`config.mk`:
```
export PLATFORM = sky130hd
export DESIGN_NAME = bar_matcher
export DESIGN_NICKNAME = d
export VERILOG_FILES = /design/src/rtl/bar_pkg.sv /design/src/rtl/bar_reg.sv /design/src/rtl/bar_cmp.sv /design/src/rtl/bar_pick.sv /design/src/rtl/bar_matcher.sv
export SDC_FILE = /design/constraint.sdc
export NUM_CORES = 1
export LEC_CHECK = 0
export ABC_AREA = 1
export BUFFER_PORTS_ARGS = -buffer_cell sky130_fd_sc_hd__buf_2
export CAP_MARGIN = 20
export CORE_MARGIN = 2
export CORE_UTILIZATION = 55
export DETAILED_ROUTE_END_ITERATION = 8
export PLACE_DENSITY_LB_ADDON = 0.25
export REMOVE_ABC_BUFFERS = 1
export SLEW_MARGIN = 20
export SYNTH_ARGS = -nofsm -noshare
export SYNTH_HDL_FRONTEND = slang
export SYNTH_SLANG_ARGS = --single-unit
```
`constraint.sdc`:
```
create_clock -name clk_i -period 2.16 [get_ports clk_i]
set_input_delay 0.432 -clock clk_i [delete_from_list [all_inputs] [get_ports clk_i]]
set_output_delay 0.432 -clock clk_i [all_outputs]
set_load 0.03 [all_outputs]
```
`src/rtl/bar_pkg.sv`:
```
package bar_pkg;

  typedef enum logic [1:0] {
    BAR_NONE  = 2'd0,
    BAR_IO    = 2'd1,
    BAR_MEM32 = 2'd2,
    BAR_MEM64 = 2'd3
  } bar_kind_e;

  localparam int MAX_BARS = 16;

  // round size up to a power of two, minus one
  function automatic logic [63:0] pow2_mask(logic [63:0] size);
    logic [63:0] m;
    m = (size == 64'd0) ? 64'd0 : size - 64'd1;
    for (int k = 0; k < 6; k++) m = m | (m >> (1 << k));
    return m;
  endfunction

  function automatic logic [31:0] lo_mask(bar_kind_e kind, logic [63:0] size);
    logic [63:0] sm;
    sm = pow2_mask(size);
    case (kind)
      BAR_IO:    return 32'hFFFF_FFFC & ~sm[31:0];
      BAR_MEM32,
      BAR_MEM64: return 32'hFFFF_FFF0 & ~sm[31:0];
      default:   return 32'h0;
    endcase
  endfunction

  function automatic logic [31:0] hi_mask(logic [63:0] size);
    logic [63:0] sm;
    sm = pow2_mask(size);
    return ~sm[63:32];
  endfunction

  function automatic logic [31:0] type_bits(bar_kind_e kind, logic pref);
    case (kind)
      BAR_IO:    return 32'h1;
      BAR_MEM32: return {28'h0, pref, 3'b000};
      BAR_MEM64: return {28'h0, pref, 3'b100};
      default:   return 32'h0;
    endcase
  endfunction

  // slots consumed as upper half of a 64-bit pair
  function automatic logic [MAX_BARS-1:0] upper_map(logic [2*MAX_BARS-1:0] kinds, int n);
    logic [MAX_BARS-1:0] u;
    u = '0;
    for (int i = 0; i < MAX_BARS - 1; i++) begin
      if (i + 1 < n && !u[i] && bar_kind_e'(kinds[2*i +: 2]) == BAR_MEM64) u[i+1] = 1'b1;
    end
    return u;
  endfunction

endpackage

```
`src/rtl/bar_reg.sv`:
```
module bar_reg #(
  parameter logic [31:0] MASK = 32'h0,
  parameter logic [31:0] TYPE = 32'h0
) (
  input  logic        clk_i,
  input  logic        rst_ni,
  input  logic        we_i,
  input  logic [31:0] wdata_i,
  output logic [31:0] q_o
);
  logic [31:0] addr_q;

  always_ff @(posedge clk_i or negedge rst_ni) begin
    if (!rst_ni)   addr_q <= '0;
    else if (we_i) addr_q <= wdata_i & MASK;
  end

  assign q_o = addr_q | TYPE;
endmodule

```
`src/rtl/bar_cmp.sv`:
```
module bar_cmp
  import bar_pkg::*;
#(
  parameter bar_kind_e   KIND    = BAR_NONE,
  parameter logic [31:0] LO_MASK = 32'h0,
  parameter logic [31:0] HI_MASK = 32'h0
) (
  input  logic [63:0] addr_i,
  input  logic        io_i,
  input  logic [31:0] lo_i,
  input  logic [31:0] hi_i,
  output logic        hit_o,
  output logic [63:0] off_o
);
  localparam logic        WIDE   = (KIND == BAR_MEM64);
  localparam logic [63:0] MASK64 = WIDE ? {HI_MASK, LO_MASK} : {32'h0, LO_MASK};
  localparam logic        LIVE   = (KIND != BAR_NONE) && (LO_MASK != 32'h0);

  logic kind_ok;
  logic addr_eq;

  always_comb begin
    kind_ok = (KIND == BAR_IO) ? io_i : !io_i;
    addr_eq = (((addr_i ^ {hi_i, lo_i}) & MASK64) == 64'h0);
    hit_o   = LIVE && kind_ok && addr_eq;
    off_o   = addr_i & ~MASK64;
  end
endmodule

```
`src/rtl/bar_pick.sv`:
```
module bar_pick #(
  parameter int N     = 6,
  parameter int IDX_W = 3
) (
  input  logic [N-1:0]       hit_i,
  input  logic [N-1:0][63:0] off_i,
  output logic               hit_o,
  output logic [IDX_W-1:0]   idx_o,
  output logic [63:0]        off_o
);
  always_comb begin
    hit_o = 1'b0;
    idx_o = '0;
    off_o = '0;
    // descending scan so the lowest index is assigned last
    for (int i = N - 1; i >= 0; i--) begin
      if (hit_i[i]) begin
        hit_o = 1'b1;
        idx_o = IDX_W'(i);
        off_o = off_i[i];
      end
    end
  end
endmodule

```
`src/rtl/bar_matcher.sv`:
```
module bar_matcher
  import bar_pkg::*;
#(
  parameter int                      NUM_BARS  = 6,
  parameter logic [2*NUM_BARS-1:0]   BAR_KINDS = 12'h836,
  parameter logic [64*NUM_BARS-1:0]  BAR_SIZES = {64'h300, 64'h0, 64'h0,
                                                  64'h10_0000, 64'h20, 64'h1000},
  parameter logic [NUM_BARS-1:0]     BAR_PREF  = 6'b000100,
  localparam int                     IDX_W     = $clog2(NUM_BARS + 1)
) (
  input  logic             clk_i,
  input  logic             rst_ni,
  input  logic             wr_en_i,
  input  logic [IDX_W-1:0] wr_idx_i,
  input  logic [31:0]      wr_data_i,
  input  logic [IDX_W-1:0] rd_idx_i,
  output logic [31:0]      rd_data_o,
  input  logic [63:0]      addr_i,
  input  logic             io_i,
  output logic             hit_o,
  output logic [IDX_W-1:0] idx_o,
  output logic [63:0]      offset_o
);
  localparam int                  SLOTS = 1 << IDX_W;
  localparam logic [MAX_BARS-1:0] UPPER =
    upper_map((2*MAX_BARS)'(BAR_KINDS), NUM_BARS);

  logic [SLOTS-1:0][31:0]    q_ext;
  logic [NUM_BARS-1:0]       hit_vec;
  logic [NUM_BARS-1:0][63:0] off_vec;
  logic                      pick_hit;
  logic [IDX_W-1:0]          pick_idx;
  logic [63:0]               pick_off;

  if (NUM_BARS > MAX_BARS) begin : g_too_many
    $error("bar_matcher: NUM_BARS above supported maximum");
  end
  if (bar_kind_e'(BAR_KINDS[2*(NUM_BARS-1) +: 2]) == BAR_MEM64 && !UPPER[NUM_BARS-1])
  begin : g_bad_last
    $error("bar_matcher: last slot is 64-bit with no upper partner");
  end

  for (genvar i = 0; i < NUM_BARS; i++) begin : g_slot
    localparam bar_kind_e   KIND    = bar_kind_e'(BAR_KINDS[2*i +: 2]);
    localparam logic [63:0] SZ      = BAR_SIZES[64*i +: 64];
    localparam logic [63:0] SZ_PREV = BAR_SIZES[64*((i == 0) ? 0 : i - 1) +: 64];
    localparam logic        IS_UP   = UPPER[i];
    localparam logic [31:0] R_MASK  = IS_UP ? hi_mask(SZ_PREV) : lo_mask(KIND, SZ);
    localparam logic [31:0] R_TYPE  = IS_UP ? 32'h0 : type_bits(KIND, BAR_PREF[i]);
    localparam bar_kind_e   C_KIND  = IS_UP ? BAR_NONE : KIND;

    bar_reg #(
      .MASK (R_MASK),
      .TYPE (R_TYPE)
    ) u_reg (
      .clk_i   (clk_i),
      .rst_ni  (rst_ni),
      .we_i    (wr_en_i && (wr_idx_i == IDX_W'(i))),
      .wdata_i (wr_data_i),
      .q_o     (q_ext[i])
    );

    bar_cmp #(
      .KIND    (C_KIND),
      .LO_MASK (lo_mask(C_KIND, SZ)),
      .HI_MASK (hi_mask(SZ))
    ) u_cmp (
      .addr_i (addr_i),
      .io_i   (io_i),
      .lo_i   (q_ext[i]),
      .hi_i   (q_ext[i+1]),
      .hit_o  (hit_vec[i]),
      .off_o  (off_vec[i])
    );
  end

  for (genvar j = NUM_BARS; j < SLOTS; j++) begin : g_pad
    assign q_ext[j] = '0;
  end

  assign rd_data_o = q_ext[rd_idx_i];

  bar_pick #(
    .N     (NUM_BARS),
    .IDX_W (IDX_W)
  ) u_pick (
    .hit_i (hit_vec),
    .off_i (off_vec),
    .hit_o (pick_hit),
    .idx_o (pick_idx),
    .off_o (pick_off)
  );

  always_ff @(posedge clk_i or negedge rst_ni) begin
    if (!rst_ni) begin
      hit_o    <= 1'b0;
      idx_o    <= '0;
      offset_o <= '0;
    end else begin
      hit_o    <= pick_hit;
      idx_o    <= pick_idx;
      offset_o <= pick_off;
    end
  end
endmodule

```
# == Word level (Yosys, flattened, before mapping) ==
# Index checks and enable logic that the tools add are counted.
# totals
reg_bits,181
wordCells,46
# classes
muxes,14
bitwise_logic,4
n_reduce_logical,15
order_cmp,1
eq_ne,4
# ops
cell,count
$logic_not 64->1,4
$mux 64,4
$bmux 32 s3,1
$xor 32x32->32,3
$xor 64x64->64,1
$mux 32,1
$mux 3,4
$logic_and 1x1->1,9
$eq 3x2->1 const B,2
$lt 3x4->1 const B,1
$mux 1,4
$eq 3x1->1 const B,1
$eq 3x3->1 const B,1
$logic_not 3->1,1
$logic_not 1->1,1

# == Depth between registers and ports, before layout ==
# Gate-level depths: netlist of run 1.
# depth
ltp_word,7
mapped_depth,13

# == Modules after synthesis ==
# A second synthesis of run 1 with hierarchy kept.
# hier_totals
hier_cells,2821
hier_area_um2,17660.7
# modules_own_cells
module,cells_each,area_per_inst_um2,n_inst
bar_matcher,601,4053.9,1
bar_pick,732,3470.8,1
bar_reg at g_slot[3].u_reg,136,1292.5,1
bar_cmp at g_slot[2].u_cmp,244,1258.7,1
bar_reg at g_slot[1].u_reg,121,1104.8,1
bar_cmp at g_slot[1].u_cmp,218,1073.5,1
bar_cmp at g_slot[3].u_cmp ...,66,491.7,2
bar_cmp at g_slot[5].u_cmp,178,934.6,1
bar_reg at g_slot[5].u_reg,104,918.4,1
bar_reg at g_slot[0].u_reg,98,860.8,1
bar_cmp at g_slot[0].u_cmp,151,849.6,1
bar_reg at g_slot[2].u_reg,73,615.6,1
bar_reg at g_slot[4].u_reg,33,244.0,1

# == Worst setup path before layout of run 1 ==
# No wires, ideal clock.
# synth_timing
path_kind,input -> output
from,input rd_idx_i[1]
to,output rd_data_o[21]
n_path_buf,1
cell_stages,4
arrival_ns,1.868
setup_slack_ns,-0.140
cell_sequence,clkbuf_1 > nor2_1 > nand2_1 > o21ai_0
# synth_via
elab_chain_cells,2
# synth_lines
item,line_no,source
"start, declared",bar_matcher.sv:16,"input logic [IDX_W-1:0] rd_idx_i,"
$bmux 32 s3,bar_matcher.sv:81,assign rd_data_o = q_ext[rd_idx_i];
$mux 32 (implied by the code),bar_matcher.sv:81,
"end, declared",bar_matcher.sv:17,"output logic [31:0] rd_data_o,"
# No other way between the ends. The select of a mux whose other input is x is not followed.

# == Worst setup path in the final report of run 1 ==
# layout_timing
from,input rd_idx_i[0]
to,output rd_data_o[10]
# The elaborated chain is that of the path after synthesis.

==> flow_summary.yaml, run 1 <==
cells_and_area:
  nets: 1540
  area_delta_synth_final_pct: 22.46
  drive_gt1_share_pct: 21.35
  fin_cells: 1663
  diodes: 0
logic_synthesis:
  synth.yosys.seq_area_share_pct: 47.25
  ys_ff_latch: 169
  yosys_warnings: 0
  synth_edf_count: 0
  syn_inst: 1230
  synth_area_leaders: "dfrtp_1 (47%), nand2_1 (17%), o21ai_0 (9.6%)"
  ys_async_sr_fraction_pct: 100.0
  syn-cell-area_um2: 8951
  yosysTopAreaCell: "dfrtp_1"
  avgSynthCellArea_um2: 7.277
  netlist.area_leader.share_pct: 47.25
  ys_types: 35
  ys.flop_type: "dfrtp_1"
critical_path:
  ff2ff_setup_slack_ns: 0.07
  crit_required_ns: 1.73
  start_kind: "input pin"
  worst-path-buf-inv: 6
  cp-end-kind: "output pin"
  worstPathMaxFanout: 16
  crit_type: "input pin to output pin"
  crit_path_top_delay_cell: "buf_2"
  r2r_cells: 10
  cp.arrival_ns: 1.70
  worstReg2RegEnd: "offset_o[62]"
  slowest_delay_ns: 0.24
  reg2reg_from: "g_slot[3].u_reg.q_o[23]"
  path_cells: "buf_2 > buf_12 > nand2_1 > inv_1 > buf_4 > buf_4 > a22oi_1 > o21ai_0 > buf_2"
  cp_top_family: "buffers and inverters"
sta:
  slew_headroom_pct: 63.98
  maxSlewViolCount: 0
  rsz0062_at_grt: "no"
  timing.final.ws_setup_ns: 0.02964
  setup_viol: 0
  worst_slew_pin_slew_ns: 0.5346
  finalHoldViolCount: 0
  fin_crit_ns: 2.130
  max_freq_ghz: 0.4694
  whs_ns: 0.1731
  post-route-period-util_pct: 98.63
  setup_tns_ns: 0
  fin_worst_skew_ns: 0.01010
hold_path:
  min_to: "offset_o[3]"
  hold_depth: 3
  hold_path.startpoint: "addr_i[3]"
  min_path_type: "input pin to register"
grt:
  grt.overflow.total: 0
  grt_usage_pct: 33.43
  grt_pass1_wl_um: 44420
  grt_pass1_vias: 8103
  antenna_found_initial: 2
  grt_max_degree: 63
clock_network:
  clk_pin_slew_worst_paths_ns: 0.07
  cts_sinks: 169
  cts-root-buf: "clkbuf_16"
  clock_latency_ns: 0.44
  post_cts_buffers: 0
  cts_tree: "built"
  numCtsBuffers: 17
  h-tree-depth: 4
  clk_path_buf_depth: 2
power:
  p_total_mw: 9.038
  irDropWorstVdd_mv: 0.5983
  total_leakage_power_nw: 6.177
  power_density_nw_per_um2: 824.5
placement:
  dp_cells: 1630
  portBuffers: 193
  gp_congestion: 1.002
  dpl.hpwl_um: 21310
  dpl_worst_slack_ns: -0.08600
route:
  drt_first_pass_iters: 5
  vias: 8998
  routed_wl_um: 28740
  drcViolationCount: 0
  wl_met3_um: 2949
  highest-signal-layer: "met5"
  ant_nets: 0
  wl_met2_um: 13260
  routedWlPerCell_um: 17.28
  vias_per_cell: 5.411
  met1Wirelength_um: 11400
  drt_iter0_markers: 901
die:
  num_rows: 46
  die_y_um: 131.6
  core-area_um2: 15890
  dieArea_um2: 17310
  start_util_pct: 56.35
  die_x_um: 131.6
  ios: 206
flow_run:
  maxCapViolations: 0
outcome:
  status: "finished, final reports clean"
[where the power goes]
group | internal [mW] | switching [mW] | total, mW
clock | 1.66 | 1.47 | 3.14
sequential | 3.56 | 0.406 | 3.97
combinational | 0.674 | 1.26 | 1.93
total | 5.90 | 3.14 | 9.04
[cells in the mapped netlist, types with 4 or more instances]
cell / count
a31oi_1: 9
buf_6: 4
xor2_1: 4
o21ai_0: 171
nor2_1: 69
a21oi_1: 65
a21oi_2: 6
o21ai_1: 4
clkbuf_1: 35
nand2_1: 399
a21boi_2: 4
inv_2: 14
buf_2: 4
dfrtp_1: 169
o211ai_1: 9
nor2_2: 10
inv_1: 179
xnor2_1: 12
nand3_1: 22
buf_4: 13
[cell families (layout without fill, tap and decap cells)]
logic type	after synthesis	in the layout	share of synthesized area, %
flip-flops	169	169	47.25
AO/OA/AOI/OAI	278	278	16.76
other	1	12	0.04189
AND/OR/NAND/NOR	511	511	22.56
XOR/XNOR	16	16	1.566
buffers and inverters	253	459	11.57
multiplexers	2	2	0.2516
[through the flow]
step / instance area [µm²] / utilization [%]
2_1_floorplan: 8691 / -
3_3_place_gp: 10340 / 65.07
3_5_place_dp: 10340 / 65.07
4_1_cts: 10950 / 68.93
5_1_grt: 10960 / 69.01
6_report: 10960 / 69.01
[cells in the final DEF (no fill, tap or decap), drive strengths merged]
cell type and instances:
nand2 400, buf 231, inv 204, o21ai 175, dfrtp 169, nor2 81, a21oi 71, nand3 25
clkbuf 17, xnor2 12, conb 12, a31oi 9, o211ai 9, a21boi 7, clkinv 5, xor2 4
a22oi 3, o32ai 3, nand4 3, mux2 2, o22ai 1, nor3 1, nand3b 1, bufinv 1
dlygate4sd3 1
[how the worst max path moves through the flow]
stage / from / to / slack, ns / cells past startpoint
after detailed placement: rd_idx_i[0] / rd_data_o[7] / -0.09 / 7
after floorplan: rd_idx_i[0] / rd_data_o[21] / -0.45 / 4
after global routing: g_slot[3].u_reg.q_o[23] / offset_o[62] / 0.009 / 10
final: rd_idx_i[0] / rd_data_o[10] / 0.03 / 9
after global placement: rd_idx_i[0] / rd_data_o[17] / -0.004 / 7
after CTS: rd_idx_i[0] / rd_data_o[7] / 0.03 / 7
[worst min-delay path, cell delays in order]
cell     delay, ns
buf_2         0.07
nand2_1       0.04
inv_1         0.04
[layout make-up]
cell class | count | area (µm²)
clock inverters | 15 | 175.2
multi-input cells | 819 | 3745
repair buffers | 232 | 1383
flip-flops and latches | 169 | 4229
inverters | 195 | 734.5
well taps | 216 | 270.3
clock buffers | 17 | 425.4
fillers | 1359 | 4923
[timing repair]
item                                    4_1_cts  5_1_grt
endpoints found under the setup margin        5        7
hold buffers                                  1        0
pin swaps                                     0        0
gates resized for setup                       1        4
endpoints found under the hold margin        42        0
[state kept, by name, summed over array words and instances (netlist names)]
register             count
g_slot.u_reg.addr_q     39
offset_o                52
hit_o                    1
g_slot.u_reg.q_o        74
idx_o                    3
[routing by layer]
metal | global-route usage (%) | up-vias
met4 | 14.37 | 4
met3 | 7.407 | 78
li1 | - | 4223
met1 | 44.95 | 4156
met2 | 52.36 | 537
met5 | 0 | -
Power figures use the tool's default switching activity.
==> inputs of run 2 (changes only) <==
ABC_AREA = 0   (was 1)
CORE_UTILIZATION = 54   (was 55)
REMOVE_ABC_BUFFERS = not set   (was 1)
==> flow_summary.yaml, run 2 <==
outcome:
  status: "finished with violations"
  failed_checks: "negative setup slack"
route:
  routed_wl_um: 25570
  routedWlPerCell_um: 22.77
  vias_per_cell: 5.748
  drt_first_pass_iters: 5
  ant_nets: 0
  vias: 6455
  drcViolationCount: 0
  drt_iter0_markers: 370
placement:
  dpl_worst_slack_ns: -0.4536
  gp_congestion: 0.9108
  place_area_um2: 10030
  dp_cells: 1083
  portBuffers: 193
  dpl.hpwl_um: 18330
logic_synthesis:
  yosys_warnings: 0
  avgSynthCellArea_um2: 12.56
  netlist_top_cells_count: "dfrtp_1 (169), mux2_2 (124), xor2_1 (79)"
  yosysTopAreaCell: "dfrtp_1"
  ys_async_sr_fraction_pct: 100.0
  netlist.area_leader.share_pct: 51.26
  synth_edf_count: 0
  yosysMostFrequentCell: "dfrtp_1"
  ys.flop_type: "dfrtp_1"
  synth.yosys.seq_area_share_pct: 51.26
  syn-cell-area_um2: 8250
  synth_area_leaders: "dfrtp_1 (51%), mux2_2 (17%), xor2_1 (8.4%)"
  ys_ff_latch: 169
  ys_types: 36
  syn_inst: 657
sta:
  slew_headroom_pct: 46.89
  maxSlewViolCount: 0
  timing.final.ws_setup_ns: -0.1485
  worst_slew_pin_slew_ns: 0.7923
  fin_crit_ns: 2.308
  fin_worst_skew_ns: 0.01028
  rsz0062_at_grt: "yes"
  post-route-period-util_pct: 106.9
  setup_viol: 41
  setup_tns_ns: -4.565
  whs_ns: 0.2277
  finalHoldViolCount: 0
  max_freq_ghz: 0.4332
hold_path:
  hold_depth: 2
  min_path_type: "input pin to register"
  hold_path.startpoint: "addr_i[38]"
  min_to: "offset_o[38]"
critical_path:
  worstReg2RegEnd: "offset_o[55]"
  crit_path_top_delay_cell: "or4_4"
  worstPathMaxFanout: 7
  ff2ff_setup_slack_ns: -0.15
  start_kind: "register"
  path_cells: "xor2_1 > nor4_1 > buf_4 > nand4_1 > or4_4 > o211ai_4 > clkbuf_16 > and2_4"
  r2r_cells: 8
  cp-end-kind: "register"
  crit_required_ns: 2.54
  slowest_delay_ns: 0.54
  worst-path-buf-inv: 2
  reg2reg_from: "g_slot[0].u_reg.q_o[29]"
  cp_top_family: "simple AND/OR/NAND/NOR gates"
  crit_type: "register to register"
  cp.arrival_ns: 2.69
cells_and_area:
  final_cell_mix: "buf_2 (190), dfrtp_1 (169), mux2_2 (124), xor2_1 (79), buf_4 (69)"
  diodes: 0
  drive_gt1_share_pct: 50.91
  fin_cells: 1123
  largest_reg_flops: 74
  design_area_um2: 10940
  nets: 1028
  final_common_cell: "buf_2"
  area_delta_synth_final_pct: 32.54
  post-route-util_pct: 72.47
power:
  irDropWorstVdd_mv: 0.6052
  p_total_mw: 9.800
  power_density_nw_per_um2: 896.2
  total_leakage_power_nw: 5.401
die:
  start_util_pct: 54.68
  num_rows: 45
  core-area_um2: 15090
  ios: 206
  die_y_um: 127.6
  dieArea_um2: 16280
  die_x_um: 127.6
clock_network:
  cts_tree: "built"
  h-tree-depth: 4
  clk_pin_slew_worst_paths_ns: 0.07
  clk_path_buf_depth: 2
  clock_latency_ns: 0.44
  cts_sinks: 169
  cts-root-buf: "clkbuf_16"
  numCtsBuffers: 17
flow_run:
  maxCapViolations: 0
grt:
  antenna_found_initial: 0
  grt_max_degree: 56
  grt_pass1_wl_um: 37270
  grt_usage_pct: 30.86
  grt_pass1_vias: 6475
  grt.overflow.total: 0
[run 2: logic make-up after synthesis]
logic type             count (synthesis)  share of synthesized area (%)
AO/OA/AOI/OAI                         45                          3.791
XOR/XNOR                             113                          12.00
buffers and inverters                 47                          2.972
flip-flops                           169                          51.26
multiplexers                         151                          20.35
other                                  1                        0.04545
AND/OR/NAND/NOR                      131                          9.585
[run 2: worst max path at each step]
| stage | cells past startpoint | end | start |
|---|---|---|---|
| 5_1_grt | 8 | offset_o[59] | g_slot[0].u_reg.q_o[29] |
| 4_1_cts | 8 | offset_o[46] | g_slot[0].u_reg.q_o[29] |
| 3_3_place_gp | 4 | rd_data_o[19] | rd_idx_i[2] |
| 3_5_place_dp | 10 | offset_o[0] | addr_i[21] |
| 6_report | 8 | offset_o[55] | g_slot[0].u_reg.q_o[29] |
| 2_1_floorplan | 4 | rd_data_o[27] | rd_idx_i[1] |
[run 2: layout make-up]
type,instances,area [µm²]
sequential,169,4229
fill,1065,4154
multi-input combinational,452,4034
timing repair buffer,277,1769
clock buffer,17,425.4
tap,188,235.2
clock inverter,15,224.0
inverter,5,18.77
[run 2: repair_timing]
action,in CTS,in global routing
pin swaps,1,20
gates resized for setup,11,29
setup endpoints to repair,54,58
gates cloned,0,4
hold endpoints to repair,50,0
hold buffers,1,0
setup buffers,1,3
[run 2: power breakdown]
part	total (mW)	switching [mW]	internal (mW)
logic	2.31	1.19	1.12
registers	4.11	0.474	3.63
clock network	3.38	1.33	2.06
total	9.80	2.99	6.81
[run 2: per-layer routing]
metal	GRT usage, %	vias up	routed length, µm	part of all wire, %
met4	12.99	0	831	3.2
met3	6.240	63	1865	7.3
li1	-	2821	-	-
met1	41.46	3257	10430	41
met5	0	-	0	0
met2	49.20	314	12450	49
==> inputs of run 3 (changes only) <==
GPL_TIMING_DRIVEN = 0   (was not set)
==> flow_summary.yaml, run 3 (same netlist as run 2, synthesis figures left out) <==
outcome:
  status: "finished with violations"
  failed_checks: "negative setup slack"
power:
  irDropWorstVdd_mv: 0.5877
  total_leakage_power_nw: 5.181
  combPwrFrac_pct: 22.9
  p_seq_share_pct: 43.5
  power_density_nw_per_um2: 902.0
  switchingPower_mw: 2.889
  clockPowerShare_pct: 33.7
  p_sw_share_pct: 30.36
  intPower_mw: 6.628
grt:
  grt_pass1_wl_um: 37720
  grt_util_met3_pct: 5.988
  grt.busiest_layer: "met2"
  use_met2_pct: 52.41
  grt_pass1_vias: 6327
  grt_max_degree: 99
  grtUsageMet1_pct: 42.69
  grt.overflow.total: 0
  grt_usage_pct: 31.55
  antenna_found_initial: 1
clock_network:
  cts_sinks: 169
  numCtsBuffers: 17
  clk_path_buf_depth: 2
  clk_pin_slew_worst_paths_ns: 0.06
  h-tree-depth: 4
  cts-root-buf: "clkbuf_16"
  cts_tree: "built"
  clock_latency_ns: 0.43
die:
  num_rows: 45
  start_util_pct: 54.68
  dieArea_um2: 16280
  die_x_um: 127.6
  core-area_um2: 15090
  ios: 206
  die_y_um: 127.6
critical_path:
  cp-end-kind: "register"
  cpMostUsedCell: "nand4_1"
  cp_top_family: "simple AND/OR/NAND/NOR gates"
  worstPathMaxFanout: 7
  worst-path-buf-inv: 2
  start_kind: "register"
  crit_type: "register to register"
  cp.arrival_ns: 2.71
  path_cells: "xnor2_1 > nand4_1 > nor4_1 > nand4_1 > o211ai_4 > buf_12 > buf_8 > and2_4"
  slowest_delay_ns: 0.48
  crit_required_ns: 2.53
  crit_path_top_delay_cell: "nor4_1"
sta:
  timing.final.ws_setup_ns: -0.1761
  setup_tns_ns: -5.247
  finalHoldViolCount: 0
  fin_crit_ns: 2.336
  rsz0062_at_grt: "yes"
  fin_worst_skew_ns: 0.007824
  slew_headroom_pct: 31.01
  max_freq_ghz: 0.4281
  worst_slew_pin_slew_ns: 1.035
  post-route-period-util_pct: 108.2
  maxSlewViolCount: 0
  setup_viol: 42
placement:
  dpl_worst_slack_ns: -1.101
  dpl.hpwl_um: 18290
  place_area_um2: 9572
  portBuffers: 191
  gp_congestion: 0.9169
cells_and_area:
  final_cell_mix: "buf_2 (189), dfrtp_1 (169), mux2_2 (124), xor2_1 (78), xnor2_1 (34)"
  largest_reg_flops: 74
  final_common_cell: "buf_2"
  multi_input_area_um2: 4029
  fillers: 1097
  design_area_um2: 10550
  area_delta_synth_final_pct: 27.89
  seqCellArea_um2: 4229
  drive_gt1_share_pct: 47.17
  nets: 996
route:
  drt_iter0_markers: 517
  drcViolationCount: 0
  ant_nets: 0
  vias_per_cell: 5.800
  vias: 6322
  routedWlPerCell_um: 23.43
  routed_wl_um: 25540
  drt_first_pass_iters: 5
flow_run:
  maxCapViolations: 0
hold_path:
  min_path_type: "input pin to asynchronous set/reset pin"
run 3: cell count changes in the layout (fill, tap and decap cells not counted), sizes merged:
cell,before,now
bufinv,5,4
clkbuf,21,39
inv,7,5
clkinv,6,4
diode,0,1
buf,272,227
clkinvlp,2,1
dlygate4sd3,1,0
run 3: power by group through the flow:
stage / registers, mW / logic, mW / clock network [mW]
after floorplan: 4.02 / 1.37 / 0
after global placement: 4.12 / 1.99 / 0
after detailed placement: 4.16 / 2.04 / 0
after CTS: 4.11 / 2.13 / 3.20
after global routing: 4.18 / 2.31 / 3.35
final: 4.14 / 2.18 / 3.20
run 3: repair_timing:
item / CTS / global route
pin swaps: 13 / 17
resized for setup: 58 / 26
endpoints found under the setup margin: 88 / 65
cloned: 2 / 1
setup buffers: 4 / 5
hold buffers: 0 / 0
run 3: metrics by stage:
stage          hold WS [ns]  cells  utilization, %  power [mW]
2_1_floorplan        0.1364    668               -       5.391
4_1_cts             0.06416   1084           69.06       9.442
3_3_place_gp         0.5259   1047           63.15       6.107
6_report            0.04417   1090           69.93       9.517
5_1_grt              0.1019   1090           69.93       9.844
3_5_place_dp         0.5183   1048           63.43       6.204
run 3: path summary, 6_finish.rpt:
kind | from | end | slack [ns] | cells past startpoint
setup / recovery | g_slot[1].u_reg.addr_q[26] | offset_o[50] | -0.18 | 8
hold / removal | rst_ni | offset_o[3] | 0.04 | 1
setup reg to reg | g_slot[1].u_reg.addr_q[26] | offset_o[50] | -0.18 | 8
hold reg to reg | g_slot[1].u_reg.addr_q[21] | g_slot[1].u_reg.addr_q[21] | 0.55 | 1
max in group asynchronous | rst_ni | g_slot[3].u_reg.q_o[28] | 1.29 | 2
min in group clk_i | addr_i[58] | offset_o[58] | 0.23 | 2
run 3: area by class of cell:
| type | instances | area share (%) |
|---|---|---|
| Sequential cell | 169 | 40.08 |
| Multi-Input combinational cell | 452 | 38.18 |
| Timing Repair Buffer | 204 | 10.55 |
| Clock buffer | 21 | 4.364 |
| Buffer | 41 | 2.988 |
| Tap cell | 188 | 2.229 |
| Clock inverter | 9 | 1.399 |
| Inverter | 5 | 0.1779 |
| Antenna cell | 1 | 0.02372 |
run 3: per-layer routing:
metal	share of wire [%]	routed length [µm]
met5	0	0
met4	2.2	553
met3	6.8	1727
met2	49	12560
met1	42	10700
